`src/rtl/fcmd_pkg.sv`:
```
package fcmd_pkg;
  typedef enum logic [1:0] {
    OP_NONE = 2'd0,
    OP_PROG = 2'd1,
    OP_SECT = 2'd2,
    OP_BANK = 2'd3
  } fop_t;

  typedef enum logic [2:0] {
    S_IDLE, S_U1, S_U2, S_PGM, S_E1, S_E2, S_E3
  } fseq_t;

  localparam logic [15:0] KEY_ADDR_A = 16'h5555;
  localparam logic [15:0] KEY_ADDR_B = 16'h2AAA;
  localparam logic [7:0]  KEY_AA     = 8'hAA;
  localparam logic [7:0]  KEY_55     = 8'h55;
  localparam logic [7:0]  CMD_PROG   = 8'hA0;
  localparam logic [7:0]  CMD_ERASE  = 8'h80;
  localparam logic [7:0]  CMD_IDIN   = 8'h90;
  localparam logic [7:0]  CMD_IDOUT  = 8'hF0;
  localparam logic [7:0]  CMD_SECT   = 8'h30;
  localparam logic [7:0]  CMD_BANK   = 8'h10;
  localparam logic [7:0]  MFR_BYTE   = 8'hBF;
endpackage

```
`src/rtl/fcmd_seq.sv`:
```
module fcmd_seq
  import fcmd_pkg::*;
#(
  parameter int ADDR_W   = 19,
  parameter int DATA_W   = 8,
  parameter int SECT_LSB = 12
) (
  input  logic              clk,
  input  logic              rst,
  input  logic              wr_ok_i,
  input  logic [ADDR_W-1:0] addr_i,
  input  logic [DATA_W-1:0] data_i,
  output logic              launch_o,
  output fop_t              launch_op_o,
  output logic [ADDR_W-1:0] launch_addr_o,
  output logic [DATA_W-1:0] launch_data_o,
  output logic              id_set_o,
  output logic              id_clr_o
);
  localparam int SECT_W = ADDR_W - SECT_LSB;

  fseq_t state_q, state_d;
  logic  at_a, at_b;

  assign at_a = (addr_i == ADDR_W'(KEY_ADDR_A));
  assign at_b = (addr_i == ADDR_W'(KEY_ADDR_B));

  always_comb begin
    state_d       = state_q;
    launch_o      = 1'b0;
    launch_op_o   = OP_NONE;
    launch_addr_o = '0;
    launch_data_o = '1;
    id_set_o      = 1'b0;
    id_clr_o      = 1'b0;
    if (wr_ok_i) begin
      state_d = S_IDLE;
      case (state_q)
        S_IDLE: if (at_a && data_i == KEY_AA) state_d = S_U1;
        S_U1:   if (at_b && data_i == KEY_55) state_d = S_U2;
        S_U2: begin
          if (at_a) begin
            case (data_i)
              CMD_PROG:  state_d = S_PGM;
              CMD_ERASE: state_d = S_E1;
              CMD_IDIN:  id_set_o = 1'b1;
              CMD_IDOUT: id_clr_o = 1'b1;
              default:   state_d = S_IDLE;
            endcase
          end
        end
        S_PGM: begin
          launch_o      = 1'b1;
          launch_op_o   = OP_PROG;
          launch_addr_o = addr_i;
          launch_data_o = data_i;
        end
        S_E1: if (at_a && data_i == KEY_AA) state_d = S_E2;
        S_E2: if (at_b && data_i == KEY_55) state_d = S_E3;
        S_E3: begin
          if (data_i == CMD_SECT) begin
            launch_o      = 1'b1;
            launch_op_o   = OP_SECT;
            launch_addr_o = {addr_i[ADDR_W-1:SECT_LSB], SECT_LSB'(0)};
          end else if (data_i == CMD_BANK && at_a) begin
            launch_o    = 1'b1;
            launch_op_o = OP_BANK;
          end
        end
        default: state_d = S_IDLE;
      endcase
    end
  end

  always_ff @(posedge clk) begin
    if (rst) state_q <= S_IDLE;
    else     state_q <= state_d;
  end

  // after any launch the sequence restarts from idle
  assert_idle_after_launch_R6: assert property (@(posedge clk) disable iff (rst)
    launch_o |=> state_q == S_IDLE);

  // without a qualified write the sequence position holds
  assert_hold_no_write_R7: assert property (@(posedge clk) disable iff (rst)
    !wr_ok_i |=> $stable(state_q));

  // a sector launch carries a sector-aligned address
  assert_sector_aligned_R4: assert property (@(posedge clk) disable iff (rst)
    (launch_o && launch_op_o == OP_SECT) |->
      launch_addr_o[SECT_LSB-1:0] == '0 && SECT_W > 0);
endmodule

```
`src/rtl/fcmd_launch.sv`:
```
module fcmd_launch
  import fcmd_pkg::*;
#(
  parameter int ADDR_W = 19,
  parameter int DATA_W = 8
) (
  input  logic              clk,
  input  logic              rst,
  input  logic              launch_i,
  input  fop_t              op_i,
  input  logic [ADDR_W-1:0] addr_i,
  input  logic [DATA_W-1:0] data_i,
  output logic              start_o,
  output fop_t              op_o,
  output logic [ADDR_W-1:0] addr_o,
  output logic [DATA_W-1:0] data_o
);
  always_ff @(posedge clk) begin
    if (rst) begin
      start_o <= 1'b0;
      op_o    <= OP_NONE;
      addr_o  <= '0;
      data_o  <= '0;
    end else begin
      start_o <= launch_i;
      if (launch_i) begin
        op_o   <= op_i;
        addr_o <= addr_i;
        data_o <= data_i;
      end
    end
  end

  // start never lasts two cycles
  assert_start_single_R10: assert property (@(posedge clk) disable iff (rst)
    start_o |=> !start_o);

  // operation fields hold between launches
  assert_fields_hold_R10: assert property (@(posedge clk) disable iff (rst)
    !launch_i |=> $stable(op_o) && $stable(addr_o) && $stable(data_o));

  // a start always names a real operation
  assert_start_has_op_R3: assert property (@(posedge clk) disable iff (rst)
    start_o |-> op_o != OP_NONE);
endmodule

```
`src/rtl/fcmd_idread.sv`:
```
module fcmd_idread
  import fcmd_pkg::*;
#(
  parameter int          ADDR_W   = 19,
  parameter int          DATA_W   = 8,
  parameter logic [7:0]  DEV_CODE = 8'h65
) (
  input  logic              clk,
  input  logic              rst,
  input  logic              set_i,
  input  logic              clr_i,
  input  logic [ADDR_W-1:0] addr_i,
  input  logic [DATA_W-1:0] array_i,
  output logic              id_mode_o,
  output logic [DATA_W-1:0] rd_data_o
);
  logic id_q;

  always_ff @(posedge clk) begin
    if (rst)        id_q <= 1'b0;
    else if (set_i) id_q <= 1'b1;
    else if (clr_i) id_q <= 1'b0;
  end

  always_comb begin
    if (!id_q)                        rd_data_o = array_i;
    else if (addr_i == ADDR_W'(0))    rd_data_o = DATA_W'(MFR_BYTE);
    else if (addr_i == ADDR_W'(1))    rd_data_o = DATA_W'(DEV_CODE);
    else                              rd_data_o = '0;
  end

  assign id_mode_o = id_q;

  // the mode changes only on a decoded entry or exit command
  assert_id_change_cmd_R8: assert property (@(posedge clk) disable iff (rst)
    !$stable(id_q) |-> $past(set_i || clr_i));
endmodule

```
`src/rtl/fcmd_decoder.sv`:
```
module fcmd_decoder
  import fcmd_pkg::*;
#(
  parameter int         ADDR_W   = 19,
  parameter int         DATA_W   = 8,
  parameter int         SECT_LSB = 12,
  parameter logic [7:0] DEV_CODE = 8'h65
) (
  input  logic              clk,
  input  logic              rst,
  input  logic              bank_en_n,
  input  logic              wr_en_n,
  input  logic              out_en_n,
  input  logic [ADDR_W-1:0] addr,
  input  logic [DATA_W-1:0] wdata,
  input  logic              busy,
  input  logic [DATA_W-1:0] array_rdata,
  output logic [DATA_W-1:0] rd_data,
  output logic              id_mode,
  output logic              start,
  output logic [1:0]        op,
  output logic [ADDR_W-1:0] op_addr,
  output logic [DATA_W-1:0] op_data
);
  logic              wr_ok, launch, id_set, id_clr;
  fop_t              l_op, r_op;
  logic [ADDR_W-1:0] l_addr;
  logic [DATA_W-1:0] l_data;

  assign wr_ok = !bank_en_n && !wr_en_n && out_en_n && !busy;

  fcmd_seq #(.ADDR_W(ADDR_W), .DATA_W(DATA_W), .SECT_LSB(SECT_LSB)) seq_i (
    .clk(clk), .rst(rst), .wr_ok_i(wr_ok), .addr_i(addr), .data_i(wdata),
    .launch_o(launch), .launch_op_o(l_op), .launch_addr_o(l_addr),
    .launch_data_o(l_data), .id_set_o(id_set), .id_clr_o(id_clr)
  );

  fcmd_launch #(.ADDR_W(ADDR_W), .DATA_W(DATA_W)) launch_i (
    .clk(clk), .rst(rst), .launch_i(launch), .op_i(l_op), .addr_i(l_addr),
    .data_i(l_data), .start_o(start), .op_o(r_op), .addr_o(op_addr),
    .data_o(op_data)
  );

  fcmd_idread #(.ADDR_W(ADDR_W), .DATA_W(DATA_W), .DEV_CODE(DEV_CODE)) idrd_i (
    .clk(clk), .rst(rst), .set_i(id_set), .clr_i(id_clr), .addr_i(addr),
    .array_i(array_rdata), .id_mode_o(id_mode), .rd_data_o(rd_data)
  );

  assign op = r_op;

  // a busy cycle can never be followed by a start
  assert_no_start_busy_R7: assert property (@(posedge clk) disable iff (rst)
    busy |=> !start);

  // an inhibited bus cycle cannot lead to a start
  assert_inhibit_no_start_R2: assert property (@(posedge clk) disable iff (rst)
    (!out_en_n || bank_en_n) |=> !start);

  // sector erase output is sector aligned
  assert_sect_addr_R4: assert property (@(posedge clk) disable iff (rst)
    (start && op == 2'd2) |-> op_addr[SECT_LSB-1:0] == '0);
endmodule

```
`config.mk`:
```
export PLATFORM = sky130hd
export DESIGN_NAME = fcmd_decoder
export DESIGN_NICKNAME = d
export VERILOG_FILES = /design/src/rtl/fcmd_pkg.sv /design/src/rtl/fcmd_seq.sv /design/src/rtl/fcmd_launch.sv /design/src/rtl/fcmd_idread.sv /design/src/rtl/fcmd_decoder.sv
export SDC_FILE = /design/constraint.sdc
export NUM_CORES = 1
export LEC_CHECK = 0
export ABC_AREA = 1
export BUFFER_PORTS_ARGS = -buffer_cell sky130_fd_sc_hd__buf_2
export CELL_PAD_IN_SITES_DETAIL_PLACEMENT = 1
export CELL_PAD_IN_SITES_GLOBAL_PLACEMENT = 1
export CORE_MARGIN = 5
export CORE_UTILIZATION = 31
export CTS_BUF_LIST = sky130_fd_sc_hd__clkbuf_4
export CTS_CLUSTER_SIZE = 30
export DETAILED_ROUTE_END_ITERATION = 7
export GPL_ROUTABILITY_DRIVEN = 0
export GPL_TIMING_DRIVEN = 1
export PLACE_DENSITY = 0.79
export SLEW_MARGIN = 20
export SYNTH_ARGS = -nofsm -noshare
export SYNTH_HDL_FRONTEND = slang
export SYNTH_SLANG_ARGS = --single-unit
```
`constraint.sdc`:
```
create_clock -name clk -period 1.6 [get_ports clk]
set_clock_uncertainty 0.15 [all_clocks]
set_input_delay 0.08 -clock clk [delete_from_list [all_inputs] [get_ports clk]]
set_output_delay 0.08 -clock clk [all_outputs]
set_load 0.02 [all_outputs]
```
==> Yosys cells after proc, flatten, opt, wreduce, memory -nomap -nowiden <==
Index checks and enable logic that the tools add are counted.
{ "totals": {"word_cells": 68, "input_bits": 41, "out_inout_bits": 39, "reg_bits": 34} }
{ "classes": {"reduce_logical": 12, "mux": 33, "eq_ne": 17} }
{ "op_table": {"columns": ["op", "count"], "rows": [
  ["$eq 8x8->1 const B", 5],
  ["$mux 19", 2],
  ["$pmux 19 s2", 1],
  ["$mux 8", 4],
  ["$eq 19x1->1 const B", 1],
  ["$eq 19x14->1 const B", 1],
  ["$eq 19x15->1 const B", 1],
  ["$logic_not 19->1", 1],
  ["$pmux 3 s5", 1],
  ["$mux 1", 14],
  ["$eq 3x3->1 const B", 3],
  ["$mux 3", 3],
  ["$eq 8x5->1 const B", 1],
  ["$eq 8x6->1 const B", 1],
  ["$eq 8x7->1 const B", 1],
  ["$mux 2", 4],
  ["$mux 7", 1],
  ["$eq 3x2->1 const B", 2],
  ["$logic_and 1x1->1", 6],
  ["$pmux 3 s2", 1],
  ["$pmux 2 s2", 1],
  ["$eq 3x1->1 const B", 1],
  ["$logic_not 1->1", 3],
  ["$logic_not 3->1", 1],
  ["other kinds (2)", 2]
]} }

==> Depth between registers and ports, before layout <==
Gate-level depths: netlist of the first run.
{ "logic_depth": {"ltp_word": 7, "mapped_depth": 10, "mapped_depth_nobuf": 9} }

==> Cells and area by module <==
From an unflattened synthesis of the first run, not the netlist that was laid out.
{ "unflattened": {"cells_unflattened": 405, "hier_area_um2": 2302.2} }
{ "modules_own_cells": {"columns": ["mod", "area_each_um2", "seq_area_each_um2", "cells_each", "instances"], "rows": [
  ["fcmd_launch", 1237.4, 600.6, 188, 1],
  ["fcmd_seq", 805.8, 60.1, 166, 1],
  ["fcmd_idread", 236.5, 20.0, 45, 1],
  ["fcmd_decoder", 22.5, 0.0, 6, 1]
]} }

==> Least setup slack after synthesis of the first run <==
No wires, ideal clock.
{ "synth_path": {"path_type": "register to output", "startpoint": "register idrd_i.id_q, in the netlist idrd_i.id_mode_o", "endpoint": "output port rd_data[0]", "arrival_time_ns": 1.523, "required_time_ns": 1.370, "path_buffers": 1, "slack_ns": -0.153, "path_stages_with_launch": 8, "path_cell_list": "dfxtp_1 clkbuf_1 nand4_1 nor4_1 nand3b_1 nand2_1 inv_1 o21ai_0"} }
{ "synth_via": {"elab_chain_cells": 1} }
{ "synth_lines": {"columns": ["item", "line", "text"], "rows": [
  ["start, declared", "fcmd_idread.sv:17", "logic id_q;"],
  ["start signal, assigned", "fcmd_idread.sv:20", "if (rst) id_q <= 1'b0;"],
  ["start signal, assigned", "fcmd_idread.sv:21", "else if (set_i) id_q <= 1'b1;"],
  ["start signal, assigned", "fcmd_idread.sv:22", "else if (clr_i) id_q <= 1'b0;"],
  ["$mux 8", "fcmd_idread.sv:26", "if (!id_q) rd_data_o = array_i;"],
  ["end, declared", "fcmd_decoder.sv:18", "output logic [DATA_W-1:0] rd_data,"]
]} }
Every way passes these cells.

==> Worst setup path in the final report of the first run <==
Ends and elaborated chain as after synthesis.

==> results_tabular.tex, run 1 <==
\begin{tabular}{lr}
\hline
Metric & Value \\
\hline
\multicolumn{2}{l}{\textbf{Timing}} \\
\quad Setup repair after global routing missed its margin & true \\
\quad Slew Limit Headroom & 77.8\% \\
\quad Final critical path time including I/O delays and setup & 1840 ps \\
\quad Number of hold-slack violations in the final timing report & 0 \\
\quad Final Worst Setup Slack & -242 ps \\
\quad Slew @ Worst Pin & 332 ps \\
\quad Final worst-path cycle share & 115\% \\
\quad Count of endpoints failing setup in the final report & 24 \\
\quad Final total negative setup slack & -2370 ps \\
\quad Number of max-slew violations in the final report & 0 \\
\quad Achievable Freq & 0.543 GHz \\
\multicolumn{2}{l}{\textbf{Status}} \\
\quad Failing checks & negative setup slack \\
\quad Run status & complete, but fails checks \\
\multicolumn{2}{l}{\textbf{Logic synthesis}} \\
\quad Register bit total from synthesis & 34 \\
\quad Sequential element share of the synthesized area & 34.3\% \\
\quad Number of synthesis warnings & 0 \\
\quad Mapped Cells & 291 \\
\quad Cell variety after synth & 27 \\
\quad Post-synthesis cell area & 1980 sq um \\
\quad Average cell area after synthesis & 6.81 sq um \\
\quad Total nets after synthesis & 332 \\
\multicolumn{2}{l}{\textbf{CTS}} \\
\quad TritonCTS Sinks & 34 \\
\quad Num CTS Buffers & 5 \\
\quad Source-to-sink clock delay at the later pin of the worst-skew pair & 360 ps \\
\quad Maximum buffer depth of the clock tree & 2 \\
\quad Clock root buffer master & clkbuf\_4 \\
\quad Clock-pin transition on the worst setup and hold timing paths & 120 ps \\
\quad TritonCTS clock tree & done \\
\quad H-tree depth & 2 \\
\multicolumn{2}{l}{\textbf{Die}} \\
\quad I/O pin count & 80 \\
\quad Die Span Y & 90.0 um \\
\quad Placeable core region & 6280 sq um \\
\quad Initial Util & 31.6\% \\
\quad Num rows & 29 \\
\quad Die area & 8100 sq um \\
\quad Horiz. Die Dim & 90.0 um \\
\multicolumn{2}{l}{\textbf{Worst setup path}} \\
\quad Crit Path Max Fanout & 3 \\
\quad Kind of start point of the critical path & flip-flop \\
\quad Data arrival at the endpoint of the critical path & 1610 ps \\
\quad Path type of the worst setup path & flip-flop to output port \\
\quad Required time of the critical path & 1370 ps \\
\quad Critical Path Sink Type & output port \\
\multicolumn{2}{l}{\textbf{GRT}} \\
\quad Grt total ovfl & 0 \\
\quad Number of antenna violations at the first check in global routing & 1 \\
\quad First-pass GRT wire length & 13,100 um \\
\quad Total Routing Usage GR & 19.5\% \\
\quad Pin count of the biggest net entering global routing & 19 \\
\quad Via count of the first global-routing pass & 2,626 \\
\multicolumn{2}{l}{\textbf{Drt}} \\
\quad Detailed Route Iter0 Violations & 104 \\
\quad Sum of routed wire length over all layers & 8530 um \\
\quad DR WL met3 & 459 um \\
\quad Routed length on met2 & 4550 um \\
\quad DRC violation count after routing & 0 \\
\quad Drt first pass iters & 4 \\
\quad Count of nets left with antenna violations after detail routing & 0 \\
\quad Routed len/inst & 17.1 um \\
\quad Highest layer used for signal routing & met4 \\
\quad Total vias in the final route & 2,544 \\
\quad Vias per Instance & 5.11 \\
\quad M1 WL & 3220 um \\
\multicolumn{2}{l}{\textbf{Layout}} \\
\quad Layout cell share with drive strength beyond 1 & 42.4\% \\
\quad Highest-count cells in the layout ignoring fill and taps & buf\_2 (71), nand2\_1 (49), inv\_1 (42) \\
\quad Most frequent standard cell in the layout excluding fill and tap cells & buf\_2 \\
\quad Fin nets & 460 \\
\quad Syn-to-layout area delta & 61.5\% \\
\multicolumn{2}{l}{\textbf{Run}} \\
\quad MaxCap Viol Count & 0 \\
\multicolumn{2}{l}{\textbf{Power}} \\
\quad Max IR drop VDD & 0.389 mV \\
\quad Leak Pwr & 1.55 nW \\
\quad Power density over the cells & 511 nW/um\^{}2 \\
\quad Pwr Total & 0.00164 W \\
\multicolumn{2}{l}{\textbf{Worst hold path}} \\
\quad Worst min-delay path class & primary input to flip-flop \\
\multicolumn{2}{l}{\textbf{Placement}} \\
\quad Count of buffers from port buffering & 79 \\
\quad Placed wire-length estimate after detailed placement & 5470 um \\
\hline
\end{tabular}
[power by group]
group	internal, W	switching [W]	leakage [nW]	total, W
Sequential	0.000844	0.0000000000000445	0.276	0.000844
Clock	0.000163	0.000343	0.0286	0.000506
Combinational	0.000132	0.000155	1.25	0.000288
[critical path, stage by stage, from the launching register on]
cell and delay (ps):
dfxtp_2 360, nand4_1 110, nor4_2 220, nand3b_1 180
nand2_1 120, inv_2 60, o21ai_2 60, buf_6 130
[what timing repair did]
| action | CTS | global route |
|---|---|---|
| gates resized for setup | 31 | 37 |
| pin swaps | 9 | 6 |
| hold buffers | 28 | 0 |
| endpoints found under the hold margin | 30 | 0 |
| gates cloned | 1 | 0 |
| endpoints found under the setup margin | 38 | 42 |
| setup buffers | 6 | 1 |
[registers in the layout (all words and copies together) (netlist names)]
register / flops
launch_i.addr_o: 19
launch_i.data_o: 8
seq_i.state_q: 3
launch_i.op_o: 2
idrd_i.id_mode_o: 1
launch_i.start_o: 1
[cell families (layout without fill, tap and decap cells)]
family	count (synthesis)	in the layout	share of synthesized area (%)
buffers and inverters	61	190	13.8
and+or+nand+nor	150	150	38.0
DFF	34	34	34.3
other	0	1	0
AOI/OAI and AO/OA	46	46	13.9
[cell type report]
type	instances	area (sq um)
multi-input combinational	196	1200
inverter	50	193
fill	819	3080
timing repair buffer	132	970
clock inverter	3	16.3
clock buffer	5	37.5
antenna	1	2.50
sequential	34	688
tap	77	96.3
[per-layer routing]
| layer | vias up | global-route usage, % |
|---|---|---|
| met2 | 82 | 34.9 |
| met3 | 25 | 5.26 |
| li1 | 1204 | - |
| met5 | - | 0 |
| met1 | 1233 | 21.6 |
| met4 | 0 | 7.94 |
[metrics by stage]
| step | cell area [sq um] | hold slack (ps) | util [%] | instances | setup slack [ps] |
|---|---|---|---|---|---|
| after floorplan | 2010 | 71.1 | - | 291 | 56.0 |
| after global placement | 2570 | 207 | 40.9 | 455 | -19.3 |
| after detailed placement | 2570 | 209 | 40.9 | 455 | -88.2 |
| after CTS | 3060 | 10.8 | 48.7 | 496 | -234 |
| after global routing | 3200 | 70.3 | 51.0 | 498 | -343 |
| final | 3200 | 45.4 | 51.0 | 498 | -242 |
[path summary, 6_finish.rpt]
path                            cells after the start                            start                                to  slack [ps]
worst min register to register                      2  launch_i.data_o[5]$_SDFFE_PP0P_   launch_i.data_o[5]$_SDFFE_PP0P_         330
worst min-delay path                                6                         wdata[6]     seq_i.state_q[2]$_SDFFE_PP0P_          50
worst max-delay path                                7    idrd_i.id_mode_o$_SDFFE_PP0P_                        rd_data[0]        -240
worst max register to register                      9    seq_i.state_q[2]$_SDFFE_PP0P_  launch_i.addr_o[15]$_SDFFE_PP0P_         -70
[Yosys cell counts]
master | count | area share, %
nand2_4 | 1 | 0.57
nand4_1 | 21 | 6.6
and2_1 | 1 | 0.32
nand3_2 | 7 | 3.5
nand2_2 | 3 | 0.95
o21ai_0 | 10 | 2.5
nor3_2 | 3 | 1.5
buf_6 | 1 | 0.57
nor2_1 | 41 | 7.8
nand2_1 | 51 | 9.7
nand3_4 | 1 | 0.88
inv_2 | 2 | 0.38
clkinv_1 | 1 | 0.19
inv_1 | 46 | 8.7
nor3_4 | 1 | 0.82
o21ai_2 | 12 | 5.3
clkbuf_1 | 5 | 0.95
buf_12 | 2 | 2.0
nor2_2 | 2 | 0.63
nand3b_1 | 1 | 0.38
a21oi_1 | 24 | 6.1
clkinv_2 | 1 | 0.25
nor4_1 | 1 | 0.32
dfxtp_1 | 34 | 34
nand3_1 | 11 | 2.8
nor3_1 | 5 | 1.3
buf_2 | 3 | 0.76
(Power assumes the default switching activity.)
==> run 2, diff against run 1 <==
- SKIP_CTS_REPAIR_TIMING: default -> 1
==> results_tabular.tex, run 2 (same netlist as run 1, synthesis figures left out) <==
\begin{tabular}{lr}
\hline
Metric & Value \\
\hline
\multicolumn{2}{l}{\textbf{Run}} \\
\quad MaxCap Viol Count & 0 \\
\multicolumn{2}{l}{\textbf{Worst hold path}} \\
\quad Worst min-delay path class & primary input to flip-flop \\
\quad Hold-critical path depth & 5 \\
\quad Worst Hold End & launch\_i.data\_o[4]\$\_SDFFE\_PP0P\_ \\
\quad Startpoint of the worst hold path & wdata[4] \\
\multicolumn{2}{l}{\textbf{Worst setup path}} \\
\quad R2R Path End & launch\_i.addr\_o[14]\$\_SDFFE\_PP0P\_ \\
\quad Data arrival at the endpoint of the critical path & 1680 ps \\
\quad Crit Path Max Fanout & 4 \\
\quad Required time of the critical path & 1370 ps \\
\quad Library cell contributing the largest single delay on the critical path & dfxtp\_2 \\
\quad Path type of the worst setup path & flip-flop to output port \\
\quad Path depth of the worst reg2reg path & 9 \\
\quad Critical-path cell list & nand4\_1 -> nor4\_2 -> nand3b\_1 -> buf\_4 -> o21ai\_1 -> buf\_4 \\
\quad Biggest cell delay along the critical path & 360 ps \\
\quad Critical Path Sink Type & output port \\
\quad Source of the worst register-to-register timing path & seq\_i.state\_q[2]\$\_SDFFE\_PP0P\_ \\
\quad Top Family by Delay on Critical Path & simple AND/OR/NAND/NOR gates \\
\quad CP bufs+invs & 2 \\
\quad Critical path startpoint & idrd\_i.id\_mode\_o\$\_SDFFE\_PP0P\_ \\
\quad Most frequent CP cell & buf\_4 \\
\quad Flop-to-flop setup slack & -130 ps \\
\quad Kind of start point of the critical path & flip-flop \\
\multicolumn{2}{l}{\textbf{Layout}} \\
\quad Largest reg by FF count & launch\_i.addr\_o \\
\quad Fin nets & 459 \\
\quad Post-layout util & 50.0\% \\
\quad Count of antenna diodes in the layout & 0 \\
\quad Largest registers & launch\_i.addr\_o: 19 flops, launch\_i.data\_o: 8 flops, seq\_i.state\_q: 3 flops \\
\quad Syn-to-layout area delta & 58.3\% \\
\quad Most frequent standard cell in the layout excluding fill and tap cells & buf\_2 \\
\quad Highest-count cells in the layout ignoring fill and taps & buf\_2 (71), nand2\_1 (49), inv\_1 (43) \\
\quad Layout cell share with drive strength beyond 1 & 40.6\% \\
\quad Flip-flop count of the largest register, all copies and words added & 19 \\
\multicolumn{2}{l}{\textbf{Placement}} \\
\quad Placed wire-length estimate after detailed placement & 5470 um \\
\quad Count of buffers from port buffering & 79 \\
\multicolumn{2}{l}{\textbf{Timing}} \\
\quad Final worst-path cycle share & 119\% \\
\quad Achievable Freq & 0.523 GHz \\
\quad Slew Limit Headroom & 77.7\% \\
\quad Count of endpoints failing setup in the final report & 36 \\
\quad Final total negative setup slack & -3550 ps \\
\quad Final Worst Setup Slack & -311 ps \\
\quad Final critical path time including I/O delays and setup & 1910 ps \\
\quad Worst slack on hold paths & -40.2 ps \\
\quad Setup repair after global routing missed its margin & true \\
\quad Slew @ Worst Pin & 331 ps \\
\quad Number of max-slew violations in the final report & 0 \\
\quad Number of hold-slack violations in the final timing report & 1 \\
\multicolumn{2}{l}{\textbf{Die}} \\
\quad Num rows & 29 \\
\quad I/O pin count & 80 \\
\quad Horiz. Die Dim & 90.0 um \\
\quad Placeable core region & 6280 sq um \\
\quad Die area & 8100 sq um \\
\quad Die Span Y & 90.0 um \\
\quad Initial Util & 31.6\% \\
\multicolumn{2}{l}{\textbf{CTS}} \\
\quad H-tree depth & 2 \\
\quad TritonCTS Sinks & 34 \\
\quad Source-to-sink clock delay at the later pin of the worst-skew pair & 360 ps \\
\quad Maximum buffer depth of the clock tree & 2 \\
\quad Clock-pin transition on the worst setup and hold timing paths & 110 ps \\
\quad Clock root buffer master & clkbuf\_4 \\
\quad TritonCTS clock tree & done \\
\quad Num CTS Buffers & 5 \\
\multicolumn{2}{l}{\textbf{GRT}} \\
\quad First-pass GRT wire length & 10,900 um \\
\quad Number of antenna violations at the first check in global routing & 0 \\
\quad Pin count of the biggest net entering global routing & 19 \\
\quad Via count of the first global-routing pass & 2,277 \\
\quad Total Routing Usage GR & 16.1\% \\
\quad Grt total ovfl & 0 \\
\multicolumn{2}{l}{\textbf{Status}} \\
\quad Failing checks & negative hold slack, negative setup slack \\
\quad Run status & complete, but fails checks \\
\multicolumn{2}{l}{\textbf{Drt}} \\
\quad Routed len/inst & 16.4 um \\
\quad Vias per Instance & 4.96 \\
\quad Total vias in the final route & 2,461 \\
\quad Sum of routed wire length over all layers & 8160 um \\
\quad Count of nets left with antenna violations after detail routing & 0 \\
\quad Detailed Route Iter0 Violations & 122 \\
\quad DRC violation count after routing & 0 \\
\quad Drt first pass iters & 4 \\
\multicolumn{2}{l}{\textbf{Power}} \\
\quad Leak Pwr & 1.52 nW \\
\quad Power density over the cells & 515 nW/um\^{}2 \\
\quad Pwr Total & 0.00162 W \\
\quad Max IR drop VDD & 0.418 mV \\
\hline
\end{tabular}
-- run 2: report_power, final --
group	total [W]	leakage (nW)	switching [W]	internal, W
registers	0.000843	0.276	0.0000000000000472	0.000843
clock network	0.000505	0.0286	0.000341	0.000163
logic	0.000268	1.22	0.000143	0.000125
total	0.00162	1.52	0.000485	0.00113
-- run 2: worst max-delay path by stage --
| stage | end | slack, ps | depth (start not counted) |
|---|---|---|---|
| floorplan | rd_data[0] | 60 | 7 |
| global placement | launch_i.addr_o[1]$_SDFFE_PP0P_ | -20 | 8 |
| detailed placement | launch_i.addr_o[4]$_SDFFE_PP0P_ | -90 | 8 |
| CTS | rd_data[0] | -440 | 7 |
| global route | rd_data[4] | -400 | 6 |
| finish | rd_data[4] | -310 | 6 |
-- run 2: cell type report --
cell class                      count  area, sq um
Multi-Input combinational cell    196         1140
Fill cell                         836         3140
Clock buffer                        5         37.5
Tap cell                           77         96.3
Clock inverter                      3         16.3
Timing Repair Buffer              131          961
Sequential cell                    34          691
Inverter                           50          193
-- run 2: per-layer routing --
layer,global-route usage [%],vias to the layer above,part of all wire (%)
met1,19.0,1191,40
met2,28.2,65,54
met3,4.92,11,4.9
met4,4.22,0,1.3
li1,-,1194,-
met5,0,-,0
-- run 2: worst register-to-register path, cell delays in order, from the launching register on --
cell and delay [ps]:
dfxtp_4 390, inv_4 40, nor3_4 210, nand3_2 130
nor2_4 170, nand2_4 110, nand3_4 160, buf_12 160
nand3_2 80, o21ai_2 60
-- run 2: stage by stage --
stage	instances	setup slack, ps	instance area [sq um]
3_3_place_gp	455	-19.3	2570
3_5_place_dp	455	-88.2	2570
4_1_cts	463	-444	2620
2_1_floorplan	291	56.0	2010
6_report	496	-311	3140
5_1_grt	496	-404	3140
